--- src/rtl/sr_pkg.sv ---
package sr_pkg;

    typedef enum logic [1:0] {
        REQ_RD_SHARED = 2'b00,
        REQ_RD_EXCL   = 2'b01,
        REQ_UPGRADE   = 2'b10,
        REQ_RD_OTHER  = 2'b11
    } req_kind_e;

    typedef enum logic {
        PH_IDLE = 1'b0,
        PH_WAIT = 1'b1
    } phase_e;

endpackage

--- src/rtl/sr_or_merge.sv ---
module sr_or_merge #(
    parameter int N = 4
) (
    input  logic [N-1:0] copy_vec,
    input  logic [N-1:0] mod_vec,
    input  logic [N-1:0] busy_vec,
    output logic         any_copy,
    output logic         any_mod,
    output logic         any_busy,
    output logic         multi_mod
);

    logic [N:0]   seen;
    logic [N-1:0] dup;

    assign seen[0] = 1'b0;

    generate
        for (genvar i = 0; i < N; i++) begin : g_scan
            assign seen[i+1] = seen[i] | mod_vec[i];
            assign dup[i]    = seen[i] & mod_vec[i];
        end
    endgenerate

    assign any_copy  = |copy_vec;
    assign any_mod   = seen[N];
    assign any_busy  = |busy_vec;
    assign multi_mod = |dup;

endmodule

--- src/rtl/sr_wait_timer.sv ---
module sr_wait_timer #(
    parameter int LIMIT = 16
) (
    input  logic clk,
    input  logic rst_n,
    input  logic clear,
    input  logic count_en,
    output logic expired
);

    localparam int CW = $clog2(LIMIT + 1);

    logic [CW-1:0] cnt_d, cnt_q;

    assign expired = (cnt_q == CW'(LIMIT));

    always_comb begin
        cnt_d = cnt_q;
        if (clear) begin
            cnt_d = '0;
        end else if (count_en && !expired) begin
            cnt_d = cnt_q + 1'b1;
        end
    end

    always_ff @(posedge clk) begin
        if (!rst_n) begin
            cnt_q <= '0;
        end else begin
            cnt_q <= cnt_d;
        end
    end

endmodule

--- src/rtl/snoop_resp_combiner.sv ---
module snoop_resp_combiner
    import sr_pkg::*;
#(
    parameter int NUM_CACHES     = 4,
    parameter int TIMEOUT_CYCLES = 16
) (
    input  logic                  clk,
    input  logic                  rst_n,
    input  logic                  req_valid,
    input  logic [1:0]            req_type,
    input  logic [NUM_CACHES-1:0] snoop_copy,
    input  logic [NUM_CACHES-1:0] snoop_mod,
    input  logic [NUM_CACHES-1:0] snoop_busy,
    output logic                  mem_respond,
    output logic [NUM_CACHES-1:0] supply_grant,
    output logic                  shared_out,
    output logic                  done,
    output logic                  proto_err,
    output logic                  timeout_err
);

    typedef struct packed {
        phase_e                phase;
        logic                  is_upg;
        logic                  done;
        logic                  mem;
        logic [NUM_CACHES-1:0] grant;
        logic                  shared;
        logic                  perr;
        logic                  terr;
    } ctl_t;

    ctl_t st_d, st_q;

    logic any_copy, any_mod, any_busy, multi_mod;
    logic tmr_clear, tmr_expired;

    sr_or_merge #(.N(NUM_CACHES)) u_merge (
        .copy_vec  (snoop_copy),
        .mod_vec   (snoop_mod),
        .busy_vec  (snoop_busy),
        .any_copy  (any_copy),
        .any_mod   (any_mod),
        .any_busy  (any_busy),
        .multi_mod (multi_mod)
    );

    sr_wait_timer #(.LIMIT(TIMEOUT_CYCLES)) u_timer (
        .clk      (clk),
        .rst_n    (rst_n),
        .clear    (tmr_clear),
        .count_en (any_busy && (st_q.phase == PH_WAIT)),
        .expired  (tmr_expired)
    );

    always_comb begin
        st_d        = st_q;
        st_d.done   = 1'b0;
        st_d.mem    = 1'b0;
        st_d.grant  = '0;
        st_d.shared = 1'b0;
        st_d.perr   = 1'b0;
        st_d.terr   = 1'b0;
        tmr_clear   = 1'b0;

        unique case (st_q.phase)
            PH_IDLE: begin
                if (req_valid) begin
                    st_d.phase  = PH_WAIT;
                    st_d.is_upg = (req_kind_e'(req_type) == REQ_UPGRADE);
                    tmr_clear   = 1'b1;
                end
            end
            PH_WAIT: begin
                if (!any_busy) begin
                    st_d.phase  = PH_IDLE;
                    st_d.done   = 1'b1;
                    st_d.shared = any_copy | any_mod;
                    if (multi_mod) begin
                        st_d.perr = 1'b1;
                    end else if (!st_q.is_upg) begin
                        if (any_mod) begin
                            st_d.grant = snoop_mod;
                        end else begin
                            st_d.mem = 1'b1;
                        end
                    end
                end else if (tmr_expired) begin
                    st_d.phase = PH_IDLE;
                    st_d.done  = 1'b1;
                    st_d.terr  = 1'b1;
                end
            end
            default: st_d.phase = PH_IDLE;
        endcase
    end

    always_ff @(posedge clk) begin
        if (!rst_n) begin
            st_q <= '0;
        end else begin
            st_q <= st_d;
        end
    end

    assign mem_respond  = st_q.mem;
    assign supply_grant = st_q.grant;
    assign shared_out   = st_q.shared;
    assign done         = st_q.done;
    assign proto_err    = st_q.perr;
    assign timeout_err  = st_q.terr;

endmodule

--- config.mk ---
export PLATFORM = sky130hd
export DESIGN_NAME = snoop_resp_combiner
export DESIGN_NICKNAME = d
export VERILOG_FILES = /design/src/rtl/sr_pkg.sv /design/src/rtl/sr_or_merge.sv /design/src/rtl/sr_wait_timer.sv /design/src/rtl/snoop_resp_combiner.sv
export SDC_FILE = /design/constraint.sdc
export NUM_CORES = 1
export LEC_CHECK = 0
export BUFFER_PORTS_ARGS = -buffer_cell sky130_fd_sc_hd__buf_4
export CORE_ASPECT_RATIO = 0.9
export CORE_UTILIZATION = 41
export CTS_CLUSTER_SIZE = 12
export DETAILED_ROUTE_END_ITERATION = 8
export MAX_ROUTING_LAYER = met4
export PLACE_DENSITY = 0.71
export SYNTH_ARGS = -nofsm -noshare
export SYNTH_HDL_FRONTEND = slang
export SYNTH_SLANG_ARGS = --single-unit
--- constraint.sdc ---
create_clock -name clk -period 1.7 [get_ports clk]
set_clock_uncertainty 0.2 [all_clocks]
set_input_delay 0.17 -clock clk [delete_from_list [all_inputs] [get_ports clk]]
set_output_delay 0.17 -clock clk [all_outputs]
set_load 0.1 [all_outputs]
==> impl_metrics.ini <==
[sta]
rsz0062_at_grt = yes
holdWs_ps = 13.02
finalCritPeriodShare_pct = 97.87
tightest_slew_ps = 439.0
setup_tns_ps = 0
finalCriticalPeriod_ps = 1664
hold_violations = 0
slew_viol_final = 0
slew_headroom_pct = 70.50
setup_viol = 0
timing.fmax_mhz = 601.0

[layout]
syn2layout_area_growth_pct = 58.21
fin_util_pct = 73.28
final_nets = 131
fill_cells = 109
final_cells = 133
drive_gt1_share_pct = 43.24
diodes = 0

[setup_path]
reg2reg_to = supply_grant[0]
rr_worst_depth = 3
critical_path.startpoint_type = primary input
crit_path_end_kind = register
arrival_ps = 1610
cp_max_fo = 1
reg2reg_slack_ps = 90
worstReg2RegStart = st_q[10]
critical_path_class = in2reg
worstPathRequired_ps = 1650

[clock_network]
cts_buffer_depth = 2
numClockSinks = 16
cts_root_buf = clkbuf_4
cts_inserted_buffers = 3
h-tree-depth = 1
clk_latency_ps = 280
tritoncts = built
cts.clk_slew.worst_paths_ps = 90

[synth]
synth_top_area_cell = dfxtp_1
synth_compound_area_share_pct = 10.00
synth_area_leaders = dfxtp_1, buf_4, ha_1
yosys.area_share.simple_pct = 31.43
synthMuxAreaShare_pct = 1.429
syn_area_um2 = 700.7
synth_top_family_by_area = simple AND/OR/NAND/NOR gates
syn-num-nets = 90
ys_warn_count = 0
syn_inst = 71
ys_ff_latch = 16
synth.avg_cell_area_um2 = 9.869
ys_seq_area_share_pct = 45.71
yosys.area.top_type_share_pct = 45.71
synth_cell_types = 29
synth_xor_area_share_pct = 0
synthAdderAreaFrac_pct = 5.000

[floorplan]
core_area_um2 = 1513
die_height_um = 41.22
start_util_pct = 46.32
ioPinCount = 26
row_count = 13
die_area_um2 = 1879
fp.dieW_um = 45.58

[power]
p_leak_nw = 0.4598
power.total_w = 0.0007472
irDropWorstVdd_uv = 716.6
p_per_area_nw_per_um2 = 674.0

[placed_design]
numPortBuffers = 25
gp_congestion = 0.7387
post-dp-hpwl_um = 1140
dp.cells = 120

[routing]
post_drt_wl_per_cell_um = 13.03
drc = 0
final_antenna_net_count = 0
dr.pass1.iters = 4
vias = 690
drt_wl_total_um = 1733
vias_per_cell = 5.188
drt_iter0_markers = 17

[status]
outcome = completed

[grt]
grtUsageTotal_pct = 21.25
grt_antenna_before_repair = 0
grt_max_degree = 10
grt_overflow = 0
grt_first_pass_wirelength_um = 2635
grt_pass1_vias = 629

[worst_hold_path]
min_path_type = in2reg
hold_end = done
hold_depth = 3
worstHoldStart = rst_n

[flow_run]
max_cap_viol_count = 0
[cells by family after synthesis]
group | Yosys count
and+or+nand+nor | 31
DFF | 16
AOI/OAI and AO/OA | 12
buffers and inverters | 8
adders and majority gates | 3
muxes | 1
[synthesized netlist by cell type]
master    instances
or4b_4            1
a21boi_0          1
nor3_1            3
a21oi_1           4
nand4_1           2
or3b_2            1
dfxtp_1          16
inv_1             4
maj3_1            1
or3_1             1
nor3b_1           1
o21ai_0           4
o41ai_1           1
nor4b_1           2
nand2b_1          1
nor4bb_1          2
nand2_1           3
mux2i_1           1
ha_1              2
or3_2             2
nor2_1            5
o21a_1            1
nor4_4            1
nor4b_2           1
or4_1             1
a31oi_1           1
and2b_2           1
nand3_1           3
buf_4             4
[critical path, cell delays in order]
cell           delay [ps]
dlygate4sd3_1         530
buf_4                 130
nor3_1                110
dlygate4sd3_1         570
a31oi_1               100
[cells in the final DEF (no fill, tap or decap), types with 3 or more instances in the layout]
cell	n
dfxtp_1	14
a21oi_1	3
nor3_1	3
nand2_1	3
nor2_1	5
o21ai_0	4
dlygate4sd3_1	9
buf_4	30
clkbuf_4	3
inv_1	4
nand3_1	3
[flip-flops by register name (all words and copies together), names as in the netlist]
name           count
timeout_err        1
done               1
mem_respond        1
st_q               2
proto_err          1
shared_out         1
u_timer.cnt_q      5
supply_grant       4
[repair_timing]
item	CTS	global route
hold buffers	10	0
hold endpoints to repair	9	0
setup endpoints to repair	1	3
pin swaps	1	1
resized for setup	2	8
buffers inserted	0	0
[per-stage QoR]
stage,setup WS [ps],cell area (um^2)
final,36.22,1109
after global routing,-10.15,1109
after CTS,6.924,1070
after detailed placement,-18.00,930.9
after global placement,17.57,930.9
after floorplan,75.12,700.7
[worst max path at each step]
| stage | from | slack, ps | cells past startpoint | endpoint |
|---|---|---|---|---|
| floorplan | u_timer.cnt_q[0] | 80 | 5 | st_q[10] |
| global placement | snoop_busy[0] | 20 | 4 | supply_grant[2] |
| detailed placement | snoop_busy[0] | -20 | 4 | supply_grant[2] |
| CTS | snoop_mod[1] | 7 | 4 | supply_grant[2] |
| global route | snoop_mod[1] | -10 | 4 | supply_grant[0] |
| finish | snoop_copy[3] | 40 | 5 | shared_out |
[cell type report]
type | instances | area (um^2) | area share [%]
clock buffer | 4 | 36.28 | 3.273
tap | 22 | 27.53 | 2.483
sequential | 16 | 322.8 | 29.12
multi-input combinational | 47 | 379.1 | 34.20
inverter | 4 | 15.01 | 1.354
timing repair buffer | 40 | 327.8 | 29.57
[per-layer routing]
| metal | part of all wire (%) | global-route usage [%] | routed length (um) | up-vias |
|---|---|---|---|---|
| met2 | 53 | 37.14 | 918 | 20 |
| met4 | 0.75 | 6.818 | 13 | 0 |
| met5 | 0 | - | 0 | - |
| met3 | 4.2 | 7.048 | 73 | 2 |
| met1 | 42 | 23.04 | 727 | 329 |
| li1 | - | - | - | 339 |
[power by group]
group | switching [W] | leakage, nW | total (W) | internal [W]
sequential | 0.00000400 | 0.130 | 0.000384 | 0.000380
combinational | 0.0000500 | 0.309 | 0.000116 | 0.0000657
clock | 0.000117 | 0.0210 | 0.000247 | 0.000130
total | 0.000171 | 0.460 | 0.000747 | 0.000576
(Power assumes the default switching activity.)
